[config.mk]
export PLATFORM = sky130hd
export DESIGN_NAME = serial_rx_hub
export DESIGN_NICKNAME = d
export VERILOG_FILES = /design/src/rtl/srx_pkg.sv /design/src/rtl/srx_tick.sv /design/src/rtl/srx_line.sv /design/src/rtl/srx_framer.sv /design/src/rtl/srx_fifo.sv /design/src/rtl/serial_rx_hub.sv
export SDC_FILE = /design/constraint.sdc
export NUM_CORES = 1
export LEC_CHECK = 0
export CORE_UTILIZATION = 40
export CTS_CLUSTER_SIZE = 12
export DETAILED_ROUTE_END_ITERATION = 6
export DONT_BUFFER_PORTS = 1
export PLACE_DENSITY = 0.66
export SLEW_MARGIN = 20
export SYNTH_ARGS = -nofsm -noshare
export SYNTH_HDL_FRONTEND = slang
export SYNTH_SLANG_ARGS = --single-unit
[constraint.sdc]
create_clock -name clk -period 2.8 [get_ports clk]
set_input_delay 0.7 -clock clk [delete_from_list [all_inputs] [get_ports clk]]
set_output_delay 0.7 -clock clk [all_outputs]
set_load 0.01 [all_outputs]
[src/rtl/srx_pkg.sv]
package srx_pkg;
  localparam int OS_RATE   = 16;
  localparam int OS_W      = $clog2(OS_RATE);
  localparam int VOTE_A    = OS_RATE / 2 - 2;
  localparam int VOTE_B    = OS_RATE / 2 - 1;
  localparam int VOTE_C    = OS_RATE / 2;
  localparam int UNIT_BITS = 8;
  localparam int IRQ_N     = 5;
  localparam int IRQ_FULL  = 0;
  localparam int IRQ_TOUT  = 1;
  localparam int IRQ_FRM   = 2;
  localparam int IRQ_PAR   = 3;
  localparam int IRQ_BRK   = 4;

  typedef enum logic [2:0] {
    ST_IDLE, ST_START, ST_DATA, ST_PAR, ST_STOP, ST_WAIT_HI
  } frm_state_e;
endpackage

[src/rtl/srx_tick.sv]
module srx_tick #(
  parameter int DIV_W = 16
) (
  input  logic             clk,
  input  logic             rst_n,
  input  logic [DIV_W-1:0] div_i,
  output logic             tick_o
);
  logic [DIV_W-1:0] cnt_q, cnt_d, lim;

  always_comb begin
    lim    = (div_i == '0) ? '0 : div_i - 1'b1;
    tick_o = (cnt_q >= lim);
    cnt_d  = tick_o ? '0 : cnt_q + 1'b1;
  end

  always_ff @(posedge clk or negedge rst_n) begin
    if (!rst_n) cnt_q <= '0;
    else        cnt_q <= cnt_d;
  end
endmodule

[src/rtl/srx_line.sv]
module srx_line #(
  parameter int STAGES = 2
) (
  input  logic clk,
  input  logic rst_n,
  input  logic rx_i,
  input  logic lb_en_i,
  input  logic lb_i,
  output logic line_o
);
  logic [STAGES-1:0] rx_q, lb_q;

  always_ff @(posedge clk or negedge rst_n) begin
    if (!rst_n) begin
      rx_q <= '1;
      lb_q <= '1;
    end else begin
      rx_q <= {rx_q[STAGES-2:0], rx_i};
      lb_q <= {lb_q[STAGES-2:0], lb_i};
    end
  end

  assign line_o = lb_en_i ? lb_q[STAGES-1] : rx_q[STAGES-1];
endmodule

[src/rtl/srx_framer.sv]
module srx_framer
  import srx_pkg::*;
(
  input  logic       clk,
  input  logic       rst_n,
  input  logic       tick_i,
  input  logic       line_i,
  input  logic [1:0] cfg_dlen_i,
  input  logic [1:0] cfg_par_i,
  input  logic [1:0] cfg_stop_i,
  output logic       push_o,
  output logic [7:0] data_o,
  output logic       frm_err_o,
  output logic       par_err_o,
  output logic       brk_o,
  output logic       busy_o
);
  frm_state_e      st_q, st_d;
  logic [OS_W-1:0] os_q, os_d;
  logic [2:0]      idx_q, idx_d, last_idx;
  logic [7:0]      sh_q, sh_d;
  logic [1:0]      vote_q, vote_d;
  logic            pacc_q, pacc_d, pbit_q, pbit_d, sidx_q, sidx_d, bad_q, bad_d;
  logic            bit_val, par_en, two_stop;

  always_comb begin
    par_en   = cfg_par_i[1];
    two_stop = cfg_stop_i[1];
    last_idx = 3'(cfg_dlen_i) + 3'd4;
    bit_val  = ({1'b0, vote_q} + {2'b00, line_i}) >= 3'd2;
    data_o   = sh_q >> (2'd3 - cfg_dlen_i);
    busy_o   = (st_q != ST_IDLE);
  end

  always_comb begin
    st_d = st_q; os_d = os_q; idx_d = idx_q; sh_d = sh_q; vote_d = vote_q;
    pacc_d = pacc_q; pbit_d = pbit_q; sidx_d = sidx_q; bad_d = bad_q;
    push_o = 1'b0; frm_err_o = 1'b0; par_err_o = 1'b0; brk_o = 1'b0;
    if (tick_i) begin
      case (st_q)
        ST_IDLE: begin
          if (!line_i) begin
            st_d = ST_START; os_d = '0; vote_d = '0; sh_d = '0; idx_d = '0;
            pacc_d = 1'b0; pbit_d = 1'b0; sidx_d = 1'b0; bad_d = 1'b0;
          end
        end
        ST_WAIT_HI: begin
          if (line_i) st_d = ST_IDLE;
        end
        default: begin
          os_d = os_q + 1'b1;
          if (os_q == OS_W'(VOTE_A) || os_q == OS_W'(VOTE_B))
            vote_d = vote_q + {1'b0, line_i};
          if (os_q == OS_W'(VOTE_C)) begin
            vote_d = '0;
            case (st_q)
              ST_START: if (bit_val) st_d = ST_IDLE;
              ST_DATA: begin
                sh_d   = {bit_val, sh_q[7:1]};
                pacc_d = pacc_q ^ bit_val;
              end
              ST_PAR:  pbit_d = bit_val;
              ST_STOP: if (!bit_val) bad_d = 1'b1;
              default: ;
            endcase
          end
          if (os_q == OS_W'(OS_RATE - 1)) begin
            case (st_q)
              ST_START: st_d = ST_DATA;
              ST_DATA: begin
                if (idx_q == last_idx) st_d = par_en ? ST_PAR : ST_STOP;
                else                   idx_d = idx_q + 1'b1;
              end
              ST_PAR: st_d = ST_STOP;
              ST_STOP: begin
                if (two_stop && !sidx_q) begin
                  sidx_d = 1'b1;
                end else if (bad_q && sh_q == '0 && !pbit_q) begin
                  brk_o = 1'b1;
                  st_d  = ST_WAIT_HI;
                end else begin
                  push_o    = 1'b1;
                  frm_err_o = bad_q;
                  par_err_o = par_en && ((pacc_q ^ pbit_q) != cfg_par_i[0]);
                  st_d      = bad_q ? ST_WAIT_HI : ST_IDLE;
                end
              end
              default: ;
            endcase
          end
        end
      endcase
    end
  end

  always_ff @(posedge clk or negedge rst_n) begin
    if (!rst_n) begin
      st_q <= ST_IDLE; os_q <= '0; idx_q <= '0; sh_q <= '0; vote_q <= '0;
      pacc_q <= 1'b0; pbit_q <= 1'b0; sidx_q <= 1'b0; bad_q <= 1'b0;
    end else begin
      st_q <= st_d; os_q <= os_d; idx_q <= idx_d; sh_q <= sh_d; vote_q <= vote_d;
      pacc_q <= pacc_d; pbit_q <= pbit_d; sidx_q <= sidx_d; bad_q <= bad_d;
    end
  end
endmodule

[src/rtl/srx_fifo.sv]
module srx_fifo #(
  parameter int DEPTH = 16,
  parameter int W     = 8,
  localparam int AW   = $clog2(DEPTH),
  localparam int CW   = $clog2(DEPTH + 1)
) (
  input  logic          clk,
  input  logic          rst_n,
  input  logic          flush_i,
  input  logic          push_i,
  input  logic [W-1:0]  din_i,
  input  logic          pop_i,
  output logic [W-1:0]  dout_o,
  output logic [CW-1:0] cnt_o
);
  logic [W-1:0]  mem [DEPTH];
  logic [AW-1:0] wp_q, wp_d, rp_q, rp_d;
  logic [CW-1:0] cnt_q, cnt_d;
  logic          do_push, do_pop;

  always_comb begin
    do_push = push_i && !flush_i && (cnt_q != CW'(DEPTH));
    do_pop  = pop_i && !flush_i && (cnt_q != '0);
    wp_d = wp_q; rp_d = rp_q; cnt_d = cnt_q;
    if (flush_i) begin
      wp_d = '0; rp_d = '0; cnt_d = '0;
    end else begin
      if (do_push) wp_d = (wp_q == AW'(DEPTH - 1)) ? '0 : wp_q + 1'b1;
      if (do_pop)  rp_d = (rp_q == AW'(DEPTH - 1)) ? '0 : rp_q + 1'b1;
      case ({do_push, do_pop})
        2'b10:   cnt_d = cnt_q + 1'b1;
        2'b01:   cnt_d = cnt_q - 1'b1;
        default: cnt_d = cnt_q;
      endcase
    end
  end

  always_ff @(posedge clk or negedge rst_n) begin
    if (!rst_n) begin
      wp_q <= '0; rp_q <= '0; cnt_q <= '0;
    end else begin
      wp_q <= wp_d; rp_q <= rp_d; cnt_q <= cnt_d;
    end
  end

  always_ff @(posedge clk) begin
    if (do_push) mem[wp_q] <= din_i;
  end

  assign dout_o = mem[rp_q];
  assign cnt_o  = cnt_q;
endmodule

[src/rtl/serial_rx_hub.sv]
module serial_rx_hub
  import srx_pkg::*;
#(
  parameter int DIV_W      = 16,
  parameter int FIFO_DEPTH = 16,
  parameter int TOUT_W     = 8,
  localparam int CNT_W     = $clog2(FIFO_DEPTH + 1)
) (
  input  logic              clk,
  input  logic              rst_n,
  input  logic              rx_i,
  input  logic              lb_en_i,
  input  logic              lb_tx_i,
  input  logic [DIV_W-1:0]  cfg_div_i,
  input  logic [1:0]        cfg_dlen_i,
  input  logic [1:0]        cfg_par_i,
  input  logic [1:0]        cfg_stop_i,
  input  logic [CNT_W-1:0]  cfg_full_thr_i,
  input  logic              cfg_flow_en_i,
  input  logic [CNT_W-1:0]  cfg_flow_thr_i,
  input  logic              cfg_tout_en_i,
  input  logic [TOUT_W-1:0] cfg_tout_thr_i,
  input  logic              cfg_fifo_rst_i,
  input  logic              pop_i,
  output logic [7:0]        pop_data_o,
  output logic [CNT_W-1:0]  fifo_cnt_o,
  output logic              rts_o,
  input  logic [IRQ_N-1:0]  int_ena_i,
  input  logic [IRQ_N-1:0]  int_clr_i,
  output logic [IRQ_N-1:0]  int_raw_o,
  output logic [IRQ_N-1:0]  int_st_o,
  output logic              irq_o
);
  localparam int UNIT_TICKS = OS_RATE * UNIT_BITS;
  localparam int SUB_W      = $clog2(UNIT_TICKS);

  logic [1:0]        rs_q;
  logic              rst_s_n, tick, line, push, frm_err, par_err, brk, busy;
  logic [7:0]        rx_byte;
  logic [SUB_W-1:0]  sub_q, sub_d;
  logic [TOUT_W-1:0] unit_q, unit_d;
  logic              nonempty, unit_done, tout_hit;
  logic [IRQ_N-1:0]  ev, raw_q, raw_d;

  // reset: asserted asynchronously, released on a clock edge
  always_ff @(posedge clk or negedge rst_n) begin
    if (!rst_n) rs_q <= '0;
    else        rs_q <= {rs_q[0], 1'b1};
  end
  assign rst_s_n = rs_q[1];

  srx_tick #(.DIV_W(DIV_W)) u_tick (
    .clk(clk), .rst_n(rst_s_n), .div_i(cfg_div_i), .tick_o(tick));

  srx_line #(.STAGES(2)) u_line (
    .clk(clk), .rst_n(rst_s_n), .rx_i(rx_i), .lb_en_i(lb_en_i),
    .lb_i(lb_tx_i), .line_o(line));

  srx_framer u_frm (
    .clk(clk), .rst_n(rst_s_n), .tick_i(tick), .line_i(line),
    .cfg_dlen_i(cfg_dlen_i), .cfg_par_i(cfg_par_i), .cfg_stop_i(cfg_stop_i),
    .push_o(push), .data_o(rx_byte), .frm_err_o(frm_err), .par_err_o(par_err),
    .brk_o(brk), .busy_o(busy));

  srx_fifo #(.DEPTH(FIFO_DEPTH), .W(8)) u_fifo (
    .clk(clk), .rst_n(rst_s_n), .flush_i(cfg_fifo_rst_i), .push_i(push),
    .din_i(rx_byte), .pop_i(pop_i), .dout_o(pop_data_o), .cnt_o(fifo_cnt_o));

  // idle timeout in units of UNIT_BITS bit periods
  always_comb begin
    nonempty  = (fifo_cnt_o != '0);
    unit_done = (unit_q >= cfg_tout_thr_i);
    tout_hit  = cfg_tout_en_i && (cfg_tout_thr_i != '0) && nonempty && unit_done && !busy;
    sub_d  = sub_q;
    unit_d = unit_q;
    if (!nonempty || busy) begin
      sub_d  = '0;
      unit_d = '0;
    end else if (tick && !unit_done) begin
      if (sub_q == SUB_W'(UNIT_TICKS - 1)) begin
        sub_d  = '0;
        unit_d = unit_q + 1'b1;
      end else begin
        sub_d = sub_q + 1'b1;
      end
    end
  end

  always_comb begin
    ev           = '0;
    ev[IRQ_FULL] = (cfg_full_thr_i != '0) && (fifo_cnt_o >= cfg_full_thr_i);
    ev[IRQ_TOUT] = tout_hit;
    ev[IRQ_FRM]  = frm_err;
    ev[IRQ_PAR]  = par_err;
    ev[IRQ_BRK]  = brk;
    raw_d        = (raw_q & ~int_clr_i) | ev;
  end

  always_ff @(posedge clk or negedge rst_s_n) begin
    if (!rst_s_n) begin
      sub_q  <= '0;
      unit_q <= '0;
      raw_q  <= '0;
    end else begin
      sub_q  <= sub_d;
      unit_q <= unit_d;
      raw_q  <= raw_d;
    end
  end

  assign int_raw_o = raw_q;
  assign int_st_o  = raw_q & int_ena_i;
  assign irq_o     = |int_st_o;
  assign rts_o     = !(cfg_flow_en_i && (fifo_cnt_o >= cfg_flow_thr_i));
endmodule

==> results of run 1 <==
## metrics by stage
step	setup WS (ns)	cells	power [mW]	util	instance area [µm²]
4_1_cts	-1.22	1306	8.71	0.484	12300
6_report	-1.23	1354	9.54	0.535	13600
3_3_place_gp	-1.70	1270	5.76	0.455	11600
2_1_floorplan	-1.83	893	5.14	-	10700
5_1_grt	-1.45	1354	9.99	0.535	13600
3_5_place_dp	-1.79	1270	5.81	0.456	11600
## worst paths after layout
check / startpoint / end / slack, ns / cells past startpoint
max: cfg_div_i[9] / u_fifo.cnt_o[4] / -1.23 / 21
min: lb_tx_i / u_line.lb_q[0] / 0.20 / 0
max reg2reg: u_tick.cnt_q[0] / u_fifo.cnt_o[4] / -0.23 / 15
min reg2reg: rs_q[1] / int_raw_o[1] / 0.30 / 0
max in group asynchronous: rs_q[1] / u_tick.cnt_q[2] / 1.79 / 1
min in group asynchronous: rs_q[1] / int_raw_o[1] / 0.30 / 0
## routing by layer
layer	vias to the layer above	track usage	part of all wire
met5	-	0	0
met4	0	0.0459	0.019
met3	37	0.0312	0.053
met2	177	0.289	0.50
met1	3617	0.223	0.43
li1	3539	-	-
## logic make-up after synthesis
family                     after synthesis  synth area share
adders and majority gates               52            0.0624
and+or+nand+nor                        284             0.132
xor gates and xnor gates                37            0.0311
buffers and inverters                   78            0.0285
AOI/OAI and AO/OA                      168             0.102
other                                    1          0.000359
muxes                                   66            0.0849
DFF                                    207             0.558
## timing repair
action                     in CTS  in global routing
setup endpoints to repair     204                204
hold buffers                    1                  0
gates cloned                    0                  7
hold endpoints to repair        2                  0
resized for setup               5                216
setup buffers                   0                 41
pin swaps                       0                 74
## area by class of cell
class,count,area (µm²)
Tap cell,330,413
Clock inverter,6,83.8
Clock buffer,29,618
Multi-Input combinational cell,608,5210
Timing Repair Buffer,129,1240
Sequential cell,207,5830
Fill cell,2133,11800
Inverter,45,179
## worst max-delay path: stages
cell and delay (ns):
or4_4 0.52, or2_4 0.28, nor3_4 0.19, buf_4 0.13
xor2_1 0.12, nand2_1 0.07, ha_1 0.27, nand4_1 0.16
inv_1 0.08, a221oi_2 0.27, buf_4 0.15, o41ai_4 0.09
a31oi_4 0.22, xor2_1 0.09, ha_2 0.18, or3_1 0.33
a21oi_2 0.15, nand2_2 0.08, o311a_1 0.16, nor3_2 0.10
o21ai_1 0.08
## state kept, by name (all words and copies together) (netlist names), 3 cells and up
register      count
u_fifo.mem      128
u_tick.cnt_q     16
u_frm.sh_q        8
u_fifo.cnt_o      5
u_frm.os_q        4
int_raw_o         5
u_fifo.wp_q       4
sub_q             7
unit_q            8
u_frm.st_q        3
u_fifo.rp_q       4
u_frm.idx_q       3
## power by group
part	internal [mW]	leakage (nW)	switching [mW]
Clock	1.72	0.347	1.15
Sequential	3.41	2.30	0.171
Combinational	1.52	2.73	1.56
Total	6.66	5.38	2.88
## cell usage in the layout (no fill, tap or decap), types with 20 or more instances in the layout
cell type,Yosys,final
a21oi_1,40,20
inv_1,44,43
edfxtp_1,128,128
o21ai_0,55,22
clkbuf_16,0,27
buf_4,0,87
mux2i_1,39,32
dfrtp_1,75,72
nand2_1,85,69
nand3_1,24,20
buf_6,0,27
ha_1,52,47
nor2_1,65,44
o21ai_1,1,28
==> results.tsv, run 1 <==
metric	value	unit
share of the synthesized area in the top cell type	0.368	
status	complete, but fails checks	
Post-layout nets	1125	
Netlist cell types	56	
Detailed Routing Iterations Pass 1	5	
YS warnings	0	
VDD IR max	0.456	mV
CORE AREA	25400	µm²
Crit Path Category	input pin to flip-flop	
CTS root buf	clkbuf_16	
failing checks	negative setup slack	
Final Hold Fails	0	
drt via density	5.44	
initial antenna violation count	0	
Worst-Margin Slew	1.09	ns
post-route setup slack	-1.23	ns
main flop type after synthesis	edfxtp_1	
setup TNS	-184.08	ns
CTS tree	yes	
Synth Register Bits	207	
most common cell in the netlist	edfxtp_1	
row cnt	58	
Worst-path clk slew	0.06	ns
Post-Route Skew	0.0149	ns
mapped cell area	10400	µm²
cell leakage power	5.38	nW
Worst setup SP type	input pin	
final setup fails	199	
Max-Slew Margin vs Limit	0.266	
Final ANT Viol Nets	0	
Horiz. Die Dim	163	µm
largest net degree at the start of global routing	38	
syn_area_per_cell	11.7	µm²
RSZ-0062 raised after global routing	yes	
Via Count	7370	
layout cell share with drive strength beyond 1	0.343	
Area Overhead vs Synth	30.2	%
Starting DRT DRC Count	420	
detailed-route wire length per cell	18.2	µm
gr usage total	0.170	
CTS buffer count	23	
min Tclk post-route	4.03	ns
clock buffer depth	3	
Tcrit/Tclk final	1.44	
initial core utilization	0.411	
vias in the first global route	7095	
post-synth top area cell	edfxtp_1	
top cells by count, synth	128 x edfxtp_1, 85 x nand2_1, 75 x dfrtp_1, 65 x nor2_1, 55 x o21ai_0	
Die ar.	26700	µm²
Placer Congestion	0.832	
Synth area leaders	edfxtp_1 37%, dfrtp_1 18%, ha_1 6.2%, mux2i_1 3.7%, mux4_2 3.7%	
post-synthesis async set-or-reset flop share	0.382	
count of maximum capacitance violations	0	
num ports	84	
Post-Syn Nets	1004	
IO buf count	0	
Slew Viols, Final	0	
Peak Freq	248	MHz
final wirelength	24.6	mm
Setup crit end kind	flip-flop	
post-synthesis sequential area ratio	0.558	
Clock Latency Late Sink	0.51	ns
Post-synth EDFFs	128	
Clock Sink Count	207	
CTS H-tree depth	1	
Die Height	163	µm
DRC	0	
Cell Pwr Density	702	nW/µm²
Worst EP required	3.18	ns
Worst Hold Class	input pin to flip-flop	
n_diodes	0	
dpl hpwl	16.0	mm
total gr overflow	0	
Crit Path Max Fanout	5	
Worst EP arrival	4.41	ns
hold_ws	0.200	ns
Synth Instances	893	
first-pass GRT wire length	36.0	mm
Note: power is estimated with default switching activity, not from simulation.
==> inputs of run 2 (changes only) <==
==> constraint.sdc (replaced) <==
create_clock -name clk -period 4.16 [get_ports clk]
set_input_delay 1.04 -clock clk [delete_from_list [all_inputs] [get_ports clk]]
set_output_delay 1.04 -clock clk [all_outputs]
set_load 0.01 [all_outputs]
==> results.tsv, run 2 (synthesis gave the netlist of run 1 again) <==
metric	value	unit	change
status	complete, but fails checks		
failing checks	negative setup slack		
row cnt	58		unchanged
Clock Sink Count	207		unchanged
max FFs per register	128		unchanged
first-pass GRT wire length	35.9	mm	-0.15%
Max-Slew Margin vs Limit	0.271		+0.00506
final setup fails	154		-23%
CORE AREA	25400	µm²	unchanged
pre-CTS WS	-0.906	ns	+0.887 ns
num ports	84		unchanged
register bank with the most flops	u_fifo.mem		
Die ar.	26700	µm²	unchanged
CTS tree	yes		
CP top delay family	simple AND/OR/NAND/NOR gates		
Fillers	2225		+4.3%
Post-layout nets	1052		-6.5%
vias in the first global route	6948		-2.1%
Worst-Margin Slew	1.07	ns	-0.0173 ns
DP Area	11200	µm²	-2.9%
final wirelength	22.4	mm	-8.8%
count of maximum capacitance violations	0		unchanged
DP Cell Count	1230		-3.1%
Setup crit end kind	flip-flop		
Worst setup SP type	input pin		
RSZ-0062 raised after global routing	yes		
Worst EP required	4.54	ns	+1.36 ns
Power Total	5.74	mW	-40%
Starting DRT DRC Count	516		+23%
Final ANT Viol Nets	0		unchanged
CTS H-tree depth	1		unchanged
Final Hold Fails	0		unchanged
drt via density	5.45		about the same
Worst EP arrival	4.89	ns	+0.48 ns
Placer Congestion	0.827		-0.59%
min Tclk post-route	4.51	ns	
FF/Latch Area	5830	µm²	about the same
area occupied by multi-input gates	4830	µm²	-7.3%
Die Height	163	µm	unchanged
clock buffer depth	3		unchanged
VDD IR max	0.279	mV	-39%
post-route setup slack	-0.346	ns	+0.885 ns
slowest stage delay, CP	0.52	ns	about the same
Horiz. Die Dim	163	µm	unchanged
met1 Use GR	0.226		+0.00221
Crit Path Max Fanout	5		unchanged
grt met2 use	0.283		-0.00597
cell area after layout	12500	µm²	-8.2%
Detailed Routing Iterations Pass 1	5		unchanged
Cell Pwr Density	460	nW/µm²	-34%
Clock Latency Late Sink	0.50	ns	about the same
dpl hpwl	15.2	mm	-4.9%
Worst Path Buf+Inv	1		-2
layout cell share with drive strength beyond 1	0.224		-0.119
Slew Viols, Final	0		unchanged
CTS root buf	clkbuf_16		
initial antenna violation count	0		unchanged
Worst Hold Class	input pin to asynchronous set/reset pin		
Top Usage Layer GRT	met2		
Via Count	6989		-5.2%
Worst-path clk slew	0.06	ns	about the same
total gr overflow	0		unchanged
gr usage total	0.169		-0.00115
most common cell after layout, fill and taps aside	edfxtp_1		
DRC	0		unchanged
Area Overhead vs Synth	19.6	%	
hold_ws	0.236	ns	+0.0356 ns
most frequent cells in the layout	128 x edfxtp_1, 79 x nand2_1, 73 x dfrtp_1, 61 x nor2_1, 46 x ha_1		
met3 Track Usage GR	0.0322		+0.00102
critical-path cell list	or4_4 > or2_4 > or2_4 > and2_4 > ha_4 > nand2b_4 > a2111oi_4 > o311a_1 > o41ai_4 > buf_6 > a31oi_4 > xor2_1 > ha_2 > or3_4 > a21oi_2 > nand2_1 > o311a_1 > nor3_1 > o21ai_1		
cell leakage power	4.96	nW	-7.7%
CTS Hold Buffers Added	0		-1
critical path's slowest cell	or4_4		
Peak Freq	222	MHz	
Tcrit/Tclk final	1.08		
n_diodes	0		unchanged
Crit Path Category	input pin to flip-flop		
CTS buffer count	22		-4.3%
Post-Route Skew	0.0104	ns	-0.00453 ns
non-filler cells, final	1283		-5.2%
initial core utilization	0.411		unchanged
largest net degree at the start of global routing	78		+110%
biggest regs	u_fifo.mem: 128 flops, u_tick.cnt_q: 16 flops		
detailed-route wire length per cell	17.5	µm	-3.8%
IO buf count	0		unchanged
## run 2: cell count changes in the layout (fill, tap and decap cells not counted), moves of 10 or more
cell and delta:
nand2_1 +10, o21ai_0 +20, o21ai_1 -15, buf_6 -14
nor2_4 -16, nor2_1 +17, buf_4 -49
## run 2: final cells by class
class	count	area share
well taps	330	0.0331
inverters	45	0.0137
clock inverters	5	0.00472
repair buffers	57	0.0444
multi-input cells	608	0.387
clock buffers	31	0.0493
flip-flops and latches	207	0.468
## run 2: layer usage
metal / share of wire / vias up
met2: 0.48 / 137
met3: 0.045 / 30
met1: 0.45 / 3432
met5: 0 / -
li1: - / 3390
met4: 0.019 / 0
## run 2: report_power, final
group,internal [mW],switching [mW],leakage (nW),total (mW)
clock,1.08,0.761,0.328,1.85
combinational,0.648,0.720,2.27,1.37
sequential,2.29,0.235,2.36,2.53
total,4.02,1.72,4.96,5.74
## run 2: stage by stage
stage / TNS, ns / util
global placement: -123.81 / 0.442
CTS: -6.46 / 0.479
global route: -41.43 / 0.491
detailed placement: -138.56 / 0.442
finish: -27.81 / 0.491
floorplan: -49.69 / -
## run 2: final timing paths
path                                   end  slack [ns]  cells after the start       startpoint
max reg2reg                u_fifo.cnt_o[4]        0.86                     15  u_tick.cnt_q[2]
max in group asynchronous   u_fifo.rp_q[0]        3.27                      1          rs_q[1]
min                                rs_q[1]        0.24                      0            rst_n
max                        u_fifo.cnt_o[4]       -0.35                     19     cfg_div_i[9]
min reg2reg                u_fifo.cnt_o[1]        0.29                      0          rs_q[1]
min in group clk                   rs_q[1]        0.35                      0          rs_q[0]
## run 2: what timing repair did
action,4_1_cts,5_1_grt
setup buffers,11,5
resized for setup,30,59
setup endpoints to repair,154,164
pin swaps,13,22
cloned,1,0
